--- config.mk ---
export PLATFORM = sky130hd
export DESIGN_NAME = fp32_to_fp16_narrow
export DESIGN_NICKNAME = d
export VERILOG_FILES = /design/src/rtl/fp_narrow_pkg.sv /design/src/rtl/fn_classify.sv /design/src/rtl/fn_align_round.sv /design/src/rtl/fp32_to_fp16_narrow.sv
export SDC_FILE = /design/constraint.sdc
export NUM_CORES = 1
export LEC_CHECK = 0
export ABC_AREA = 1
export BUFFER_PORTS_ARGS = -buffer_cell sky130_fd_sc_hd__buf_4
export CAP_MARGIN = 5
export CORE_MARGIN = 2
export CORE_UTILIZATION = 30
export DETAILED_ROUTE_END_ITERATION = 10
export GPL_TIMING_DRIVEN = 1
export PLACE_DENSITY_LB_ADDON = 0.1
export SLEW_MARGIN = 25
export SYNTH_ARGS = -nofsm -noshare
export SYNTH_HDL_FRONTEND = slang
export SYNTH_HIERARCHICAL = 1
export SYNTH_SLANG_ARGS = --single-unit
--- constraint.sdc ---
create_clock -name clk -period 9.7 [get_ports clk]
set_input_delay 2.425 -clock clk [delete_from_list [all_inputs] [get_ports clk]]
set_output_delay 2.425 -clock clk [all_outputs]
set_load 0.05 [all_outputs]
--- src/rtl/fp_narrow_pkg.sv ---
package fp_narrow_pkg;

    localparam int SRC_EXP_W  = 8;
    localparam int SRC_FRAC_W = 23;
    localparam int SRC_W      = 1 + SRC_EXP_W + SRC_FRAC_W;
    localparam int DST_EXP_W  = 5;
    localparam int DST_FRAC_W = 10;
    localparam int DST_W      = 1 + DST_EXP_W + DST_FRAC_W;
    localparam int MAG_W      = DST_W - 1;

    localparam int DROP_W     = SRC_FRAC_W - DST_FRAC_W;
    localparam int SRC_BIAS   = (1 << (SRC_EXP_W - 1)) - 1;
    localparam int DST_BIAS   = (1 << (DST_EXP_W - 1)) - 1;
    localparam int BIAS_GAP   = SRC_BIAS - DST_BIAS;
    localparam int SRC_EMAX   = (1 << SRC_EXP_W) - 1;
    localparam int DST_EMAX   = (1 << DST_EXP_W) - 1;
    localparam int OVF_EXP    = BIAS_GAP + DST_EMAX;
    localparam int ZERO_BELOW = BIAS_GAP - DST_FRAC_W;

    typedef enum logic [2:0] {
        CLS_ZERO,
        CLS_SUB,
        CLS_NORM,
        CLS_INF,
        CLS_NAN
    } val_class_e;

endpackage

--- src/rtl/fn_classify.sv ---
module fn_classify
    import fp_narrow_pkg::*;
(
    input  logic [SRC_EXP_W-1:0] exp_i,
    input  logic                 frac_nz_i,
    output val_class_e           cls_o
);

    always_comb begin
        if (exp_i == SRC_EXP_W'(SRC_EMAX)) begin
            cls_o = frac_nz_i ? CLS_NAN : CLS_INF;
        end else if (exp_i >= SRC_EXP_W'(OVF_EXP)) begin
            cls_o = CLS_INF;
        end else if (exp_i < SRC_EXP_W'(ZERO_BELOW)) begin
            cls_o = CLS_ZERO;
        end else if (exp_i <= SRC_EXP_W'(BIAS_GAP)) begin
            cls_o = CLS_SUB;
        end else begin
            cls_o = CLS_NORM;
        end
    end

endmodule

--- src/rtl/fn_align_round.sv ---
module fn_align_round
    import fp_narrow_pkg::*;
#(
    parameter bit TIES_EVEN = 1'b1
) (
    input  val_class_e            cls_i,
    input  logic [SRC_EXP_W-1:0]  exp_i,
    input  logic [SRC_FRAC_W-1:0] frac_i,
    output logic [MAG_W-1:0]      mag_o
);

    localparam int ALIGN_W = SRC_FRAC_W + 1;
    localparam logic [DROP_W:0]    TIE_PAT  = (DROP_W+1)'(1) << (DROP_W - 1);
    localparam logic [ALIGN_W-1:0] HALF_ULP = ALIGN_W'(1) << (DROP_W - 1);

    logic [ALIGN_W-1:0]   aligned;
    logic [SRC_EXP_W-1:0] shamt;
    logic [DST_EXP_W-1:0] base_exp;
    logic                 bump;
    logic [DST_FRAC_W:0]  hsig;

    // subnormal path restores the hidden bit and shifts it down
    always_comb begin
        shamt = SRC_EXP_W'(BIAS_GAP + 1) - exp_i;
        if (cls_i == CLS_SUB) begin
            aligned  = {1'b1, frac_i} >> shamt;
            base_exp = '0;
        end else begin
            aligned  = {1'b0, frac_i};
            base_exp = DST_EXP_W'(exp_i - SRC_EXP_W'(BIAS_GAP));
        end
    end

    generate
        if (TIES_EVEN) begin : g_tie_even
            assign bump = (aligned[DROP_W:0] != TIE_PAT);
        end else begin : g_tie_away
            assign bump = 1'b1;
        end
    endgenerate

    assign hsig  = (DST_FRAC_W+1)'((aligned + (bump ? HALF_ULP : '0)) >> DROP_W);
    // add, not concatenate: a carry out of the fraction bumps the exponent
    assign mag_o = {base_exp, {DST_FRAC_W{1'b0}}} + MAG_W'(hsig);

endmodule

--- src/rtl/fp32_to_fp16_narrow.sv ---
module fp32_to_fp16_narrow
    import fp_narrow_pkg::*;
#(
    parameter bit TIES_EVEN = 1'b1
) (
    input  logic              clk,
    input  logic              rst,
    input  logic              in_valid,
    input  logic [SRC_W-1:0]  in_bits,
    output logic              out_valid,
    output logic [DST_W-1:0]  out_bits
);

    localparam logic [MAG_W-1:0] INF_MAG = {{DST_EXP_W{1'b1}}, {DST_FRAC_W{1'b0}}};

    logic                  sign;
    logic [SRC_EXP_W-1:0]  exp_f;
    logic [SRC_FRAC_W-1:0] frac_f;
    logic [DST_FRAC_W-1:0] nan_pay;
    val_class_e            cls;
    logic [MAG_W-1:0]      rnd_mag;
    logic [MAG_W-1:0]      nan_mag;
    logic [MAG_W-1:0]      sel_mag;

    assign sign    = in_bits[SRC_W-1];
    assign exp_f   = in_bits[SRC_W-2 -: SRC_EXP_W];
    assign frac_f  = in_bits[SRC_FRAC_W-1:0];
    assign nan_pay = frac_f[SRC_FRAC_W-1 -: DST_FRAC_W];

    fn_classify u_cls (
        .exp_i     (exp_f),
        .frac_nz_i (|frac_f),
        .cls_o     (cls)
    );

    fn_align_round #(.TIES_EVEN(TIES_EVEN)) u_rnd (
        .cls_i  (cls),
        .exp_i  (exp_f),
        .frac_i (frac_f),
        .mag_o  (rnd_mag)
    );

    // a payload that truncates to zero must still read as NaN
    assign nan_mag = (nan_pay == '0) ? (INF_MAG | MAG_W'(1))
                                     : (INF_MAG | MAG_W'(nan_pay));

    always_comb begin
        unique case (cls)
            CLS_ZERO: sel_mag = '0;
            CLS_INF:  sel_mag = INF_MAG;
            CLS_NAN:  sel_mag = nan_mag;
            default:  sel_mag = rnd_mag;
        endcase
    end

    always_ff @(posedge clk) begin
        if (rst) begin
            out_valid <= 1'b0;
            out_bits  <= '0;
        end else begin
            out_valid <= in_valid;
            if (in_valid) begin
                out_bits <= {sign, sel_mag};
            end
        end
    end

endmodule

# Yosys cells after proc, flatten, opt, wreduce, memory -nomap -nowiden
# Cells that the tools add are included.
# word_totals
word_cells,28
latch_bits,0
out_inout_bits,17
mem_bits_ro,0
memories,0
ramBits,0
register_bits,17
# classes
n_reduce_logical,3
n_mux,10
eq_ne,5
magnitude_cmp,3
n_mul,0
addsub,4
div_mod_pow,0
bitwise,0
shift,1
# ops
op,n
one-hot mux 15 bit (3 select lines),1
adder 24 bit,1
2-to-1 mux 24 bit,1
>> shifter 24 x 8 -> 24 bit,1
OR reduction 23 bit,1
adder 15 x 11 -> 15 bit,1
inequality test 14 x 13 -> 1 bit (second input constant),1
2-to-1 mux 13 bit,1
2-to-1 mux 3 bit,4
logical NOT 10 bit,1
2-to-1 mux 10 bit,1
equality test 8 bit (second input constant),1
>= comparator 8 bit (second input constant),1
less-or-equal comparator 8 x 7 -> 1 bit (second input constant),1
< comparator 8 x 7 -> 1 bit (second input constant),1
subtractor 7 x 8 -> 8 bit (first input constant),1
2-to-1 mux 5 bit,1
subtractor 5 bit (second input constant),1
equality test 3 x 1 -> 1 bit (second input constant),1
equality test 3 x 2 -> 1 bit (second input constant),1
equality test 3 bit (second input constant),1
logical NOT 3 bit,1
2-to-1 mux 2 bit,1

# Depth between registers and ports, before layout
# logic_depth
depth_word,12
mapped_depth,31
mapped_depth_nobuf,29

# By module
# The synthesis kept the hierarchy.
# modules_own_cells
mod,cells_each,area_each_um2,seq_area_each_um2,instances
fn_align_round,360,1814.2,0.0,1
fp32_to_fp16_narrow,113,789.5,340.3,1
fn_classify,37,161.4,0.0,1

# Least setup slack after synthesis
# No wires, ideal clock.
# synth_path
kind,input-to-reg
start,input in_bits[6]
end,register out_bits[14]
path_stages,29
required_time_ns,9.630
setup_ns,0.070
slack_ns,4.006
arrival_ns,5.624
n_path_buf,0
path_cell_list,nor3_1 nand3_1 nor2_1 nand4_1 nand3_1 nor3b_4 nor2_1 inv_1 nor3_1 inv_2 nor2_1 inv_1 nor2_1 nand2_1 nand2_1 nand2_1 nor2_4 nand2_4 nor2_8 nand3_1 nand2_1 nand2_1 ha_1 ha_1 nand3_1 o21ai_0 a21oi_1 nand2_1 a21oi_1
# synth_via
elab_chain_len,10
elab_cells_between_ends,15
# synth_rtl
element,line_no,source
start: declaration,fp32_to_fp16_narrow.sv:9,"input logic [SRC_W-1:0] in_bits,"
OR reduction 23 bit (*),fp32_to_fp16_narrow.sv:32,".frac_nz_i (|frac_f),"
2-to-1 mux 3 bit (*),fn_classify.sv:11,cls_o = frac_nz_i ? CLS_NAN : CLS_INF;
2-to-1 mux 3 bit (*),fn_classify.sv:10,if (exp_i == SRC_EXP_W'(SRC_EMAX)) begin
net cls[2],fp32_to_fp16_narrow.sv:20,val_class_e cls;
equality test 3 x 1 -> 1 bit (*),fn_align_round.sv:25,if (cls_i == CLS_SUB) begin
2-to-1 mux 24 bit,fn_align_round.sv:25,
inequality test 14 x 13 -> 1 bit,fn_align_round.sv:36,assign bump = (aligned[DROP_W:0] != TIE_PAT);
2-to-1 mux 13 bit,fn_align_round.sv:42,assign hsig = (DST_FRAC_W+1)'((aligned + (bump ? HALF_ULP : '0)) >> DROP_W);
adder 24 bit,fn_align_round.sv:42,
adder 15 x 11 -> 15 bit (*),fn_align_round.sv:44,"assign mag_o = {base_exp, {DST_FRAC_W{1'b0}}} + MAG_W'(hsig);"
net rnd_mag[14],fp32_to_fp16_narrow.sv:21,logic [MAG_W-1:0] rnd_mag;
one-hot mux 15 bit (3 select lines) (*),fp32_to_fp16_narrow.sv:48,unique case (cls)
end signal: assignment,fp32_to_fp16_narrow.sv:63,"out_bits <= {sign, sel_mag};"
end: declaration,fp32_to_fp16_narrow.sv:11,output logic [DST_W-1:0] out_bits
# The timed path passes the listed nets; every way through them passes the cells marked *.
# A chain may end at the register's enable or synchronous reset.

# Worst setup path after layout
# Ends and elaborated chain as after synthesis.

==> reports/qor.csv <==
metric,value,unit
status,completed,
WL/cell,13.91,µm
GPL Wtd Cong,0.8493,
gate count after technology mapping,510,
Static Leak,0.001616,µW
Synth Area per Inst,5.422,µm²
Yosys cell types,43,
PostCTS Resize Cnt,0,
worst setup margin,3508,ps
Tot GR Track Use,0.1834,
clk sink count,17,
setup repair after global routing missed its margin,no,
CP bufs+invs,5,
Achievable Freq,161.5,MHz
Slowest cell on crit path,nor3_1,
Clock power frac,0.176,
hold crit path type,flop to flop,
most frequent cells in the layout,"166 x nand2_1, 79 x nand3_1, 52 x buf_4",
CTS Buf Count,3,
switching part of the total,0.4633,
fill cell count,1056,
# diodes,0,
"CP delay by family, top",simple AND/OR/NAND/NOR gates,
arrival time worst endpoint,6370,ps
top post-synthesis cells by area,"nand2_1 23%, nand3_1 14%, dfxtp_1 12%",
total power,290.6,µW
Worst Path Max Fanout,13,
first-pass GRT wire length,15260,µm
# port buffers,51,
Post-synth EDFFs,0,
hpwl dp,7091,µm
Site Rows,35,
First-pass DRT Iterations,5,
H-tree depth,1,
Syn Std Cell Area,0.002765,mm²
Final Cycle Share,0.6383,
Net Switching,134.6,µW
WP data required,9880,ps
Ports,52,
post-synth net total,548,
"Warnings, synthesis",6,
Die Span Y,100.0,µm
CORE AREA,0.009109,mm²
via/cell ratio,5.168,
initial antenna violation count,0,
Seq pwr share,0.267,
pwr dens,90.54,mW/mm²
internal reg-to-reg setup slack,9050,ps
minimum clock period after layout,6192,ps
Synth top area share,0.2253,
max cap viols,0,
Final Hold Vio Count,0,
Post-CTS Setup Repair Bufs,0,
Post-DRT Antenna Nets,0,
Final Setup Violations,0,
Vias,3385,
Die X,100.0,µm
CTS Hold Buffers Added,0,
WS Path Type,input pin to flop,
max incr delay on CP,300,ps
layout cells sized above 1,0.1691,
Max Slew Vio Count,0,
Clock Tree Buf Depth,2,
post-synth top area cell,nand2_1,
Yosys reg bits,17,
Gate power share,0.558,
clk_lat worst skew,240,ps
Setup WS pre-CTS,3263,ps
Async SR Flop Fraction,0,
die area,0.01000,mm²
Setup crit start kind,input pin,
CTS tree,built,
Slew Limit Headroom,0.4756,
"most common cell after layout, fill and taps aside",nand2_1,
Nets,583,
Layout area overhead,16.06,%
grt total ovfl,0,
Pint,156.0,µW
Routed WL,9108,µm
vias in the first global route,3120,
Slew @ Worst Pin,780.9,ps
TNS Setup,0,ps
critical path endpoint category,flop,
sequential share of the synthesized area,0.1231,
Most common cell on crit path,nand2_1,
largest net degree at the start of global routing,33,
fin util,0.3523,
initial drt markers,250,
worst vdd ir,0.00002871,V
Main synth FF type,dfxtp_1,
starting density of the core,0.3036,
Post-route DRC,0,
CTS Root Buffer Type,clkbuf_8,
Clock Skews,0,ps
clk slew on worst S/H paths,70,ps
routing by layer:
metal | wire (µm) | share of wire | GRT usage | vias up
li1 | - | - | - | 1763
met5 | 0 | 0 | 0 | -
met2 | 4362 | 0.48 | 0.3093 | 77
met1 | 4309 | 0.47 | 0.2637 | 1541
met4 | 38 | 0.0042 | 0.02740 | 0
met3 | 398 | 0.044 | 0.01045 | 4
worst min-delay path, cell delays in order (launching register included):
cell and delay, ps:
dfxtp_1 330, o21ai_0 70, nor2_1 70
cell usage after synthesis, drive strengths merged (7+ instances only):
cell	number
nor2	46
clkbuf	8
buf	14
nand4	23
o22ai	7
o21ai	29
inv	51
a31oi	10
nand3	83
dfxtp	17
nand2	177
a21oi	13
final timing paths:
check	from	to	cells past startpoint
max	in_bits[6]	out_bits[14]	31
min	out_bits[15]	out_bits[15]	2
max reg2reg	out_bits[2]	out_bits[2]	2
min reg2reg	out_bits[15]	out_bits[15]	2
flip-flops by register name, indices dropped and copies added (netlist names):
name	cells
out_valid	1
out_bits	16
final cells by class:
| cell class | instances | area [µm²] | area share |
|---|---|---|---|
| repair buffers | 52 | 390.4 | 0.1216 |
| flip-flops and latches | 17 | 340.3 | 0.1060 |
| clock inverters | 1 | 5.005 | 0.001559 |
| inverters | 53 | 205.2 | 0.06394 |
| well taps | 111 | 138.9 | 0.04327 |
| multi-input cells | 418 | 2088 | 0.6507 |
| clock buffers | 3 | 41.29 | 0.01287 |
through the flow:
stage / instance area, µm² / cells / hold WS (ps)
final: 3209 / 655 / 499.2
after global routing: 3209 / 655 / 578.6
after CTS: 3209 / 655 / 507.6
after detailed placement: 3163 / 651 / 491.4
after global placement: 3163 / 651 / 483.0
after floorplan: 2765 / 510 / 745.9
power by group through the flow:
stage	sequential, µW	clock, µW	combinational [µW]
3_3_place_gp	78.9	0	162
3_5_place_dp	79.1	0	161
4_1_cts	77.6	53.7	162
5_1_grt	78.1	57.2	181
2_1_floorplan	96.8	0	97.7
6_report	77.5	51.1	162
logic make-up (layout without fill, tap and decap cells):
| logic type | Yosys count | in the layout | share of synthesized area |
|---|---|---|---|
| and+or+nand+nor | 342 | 342 | 0.5724 |
| buffers and inverters | 75 | 109 | 0.1217 |
| AOI/OAI and AO/OA | 63 | 63 | 0.1376 |
| DFF | 17 | 17 | 0.1231 |
| xor gates and xnor gates | 10 | 10 | 0.03167 |
| adders and majority gates | 3 | 3 | 0.01358 |
Note: power is estimated with default switching activity, not from simulation.
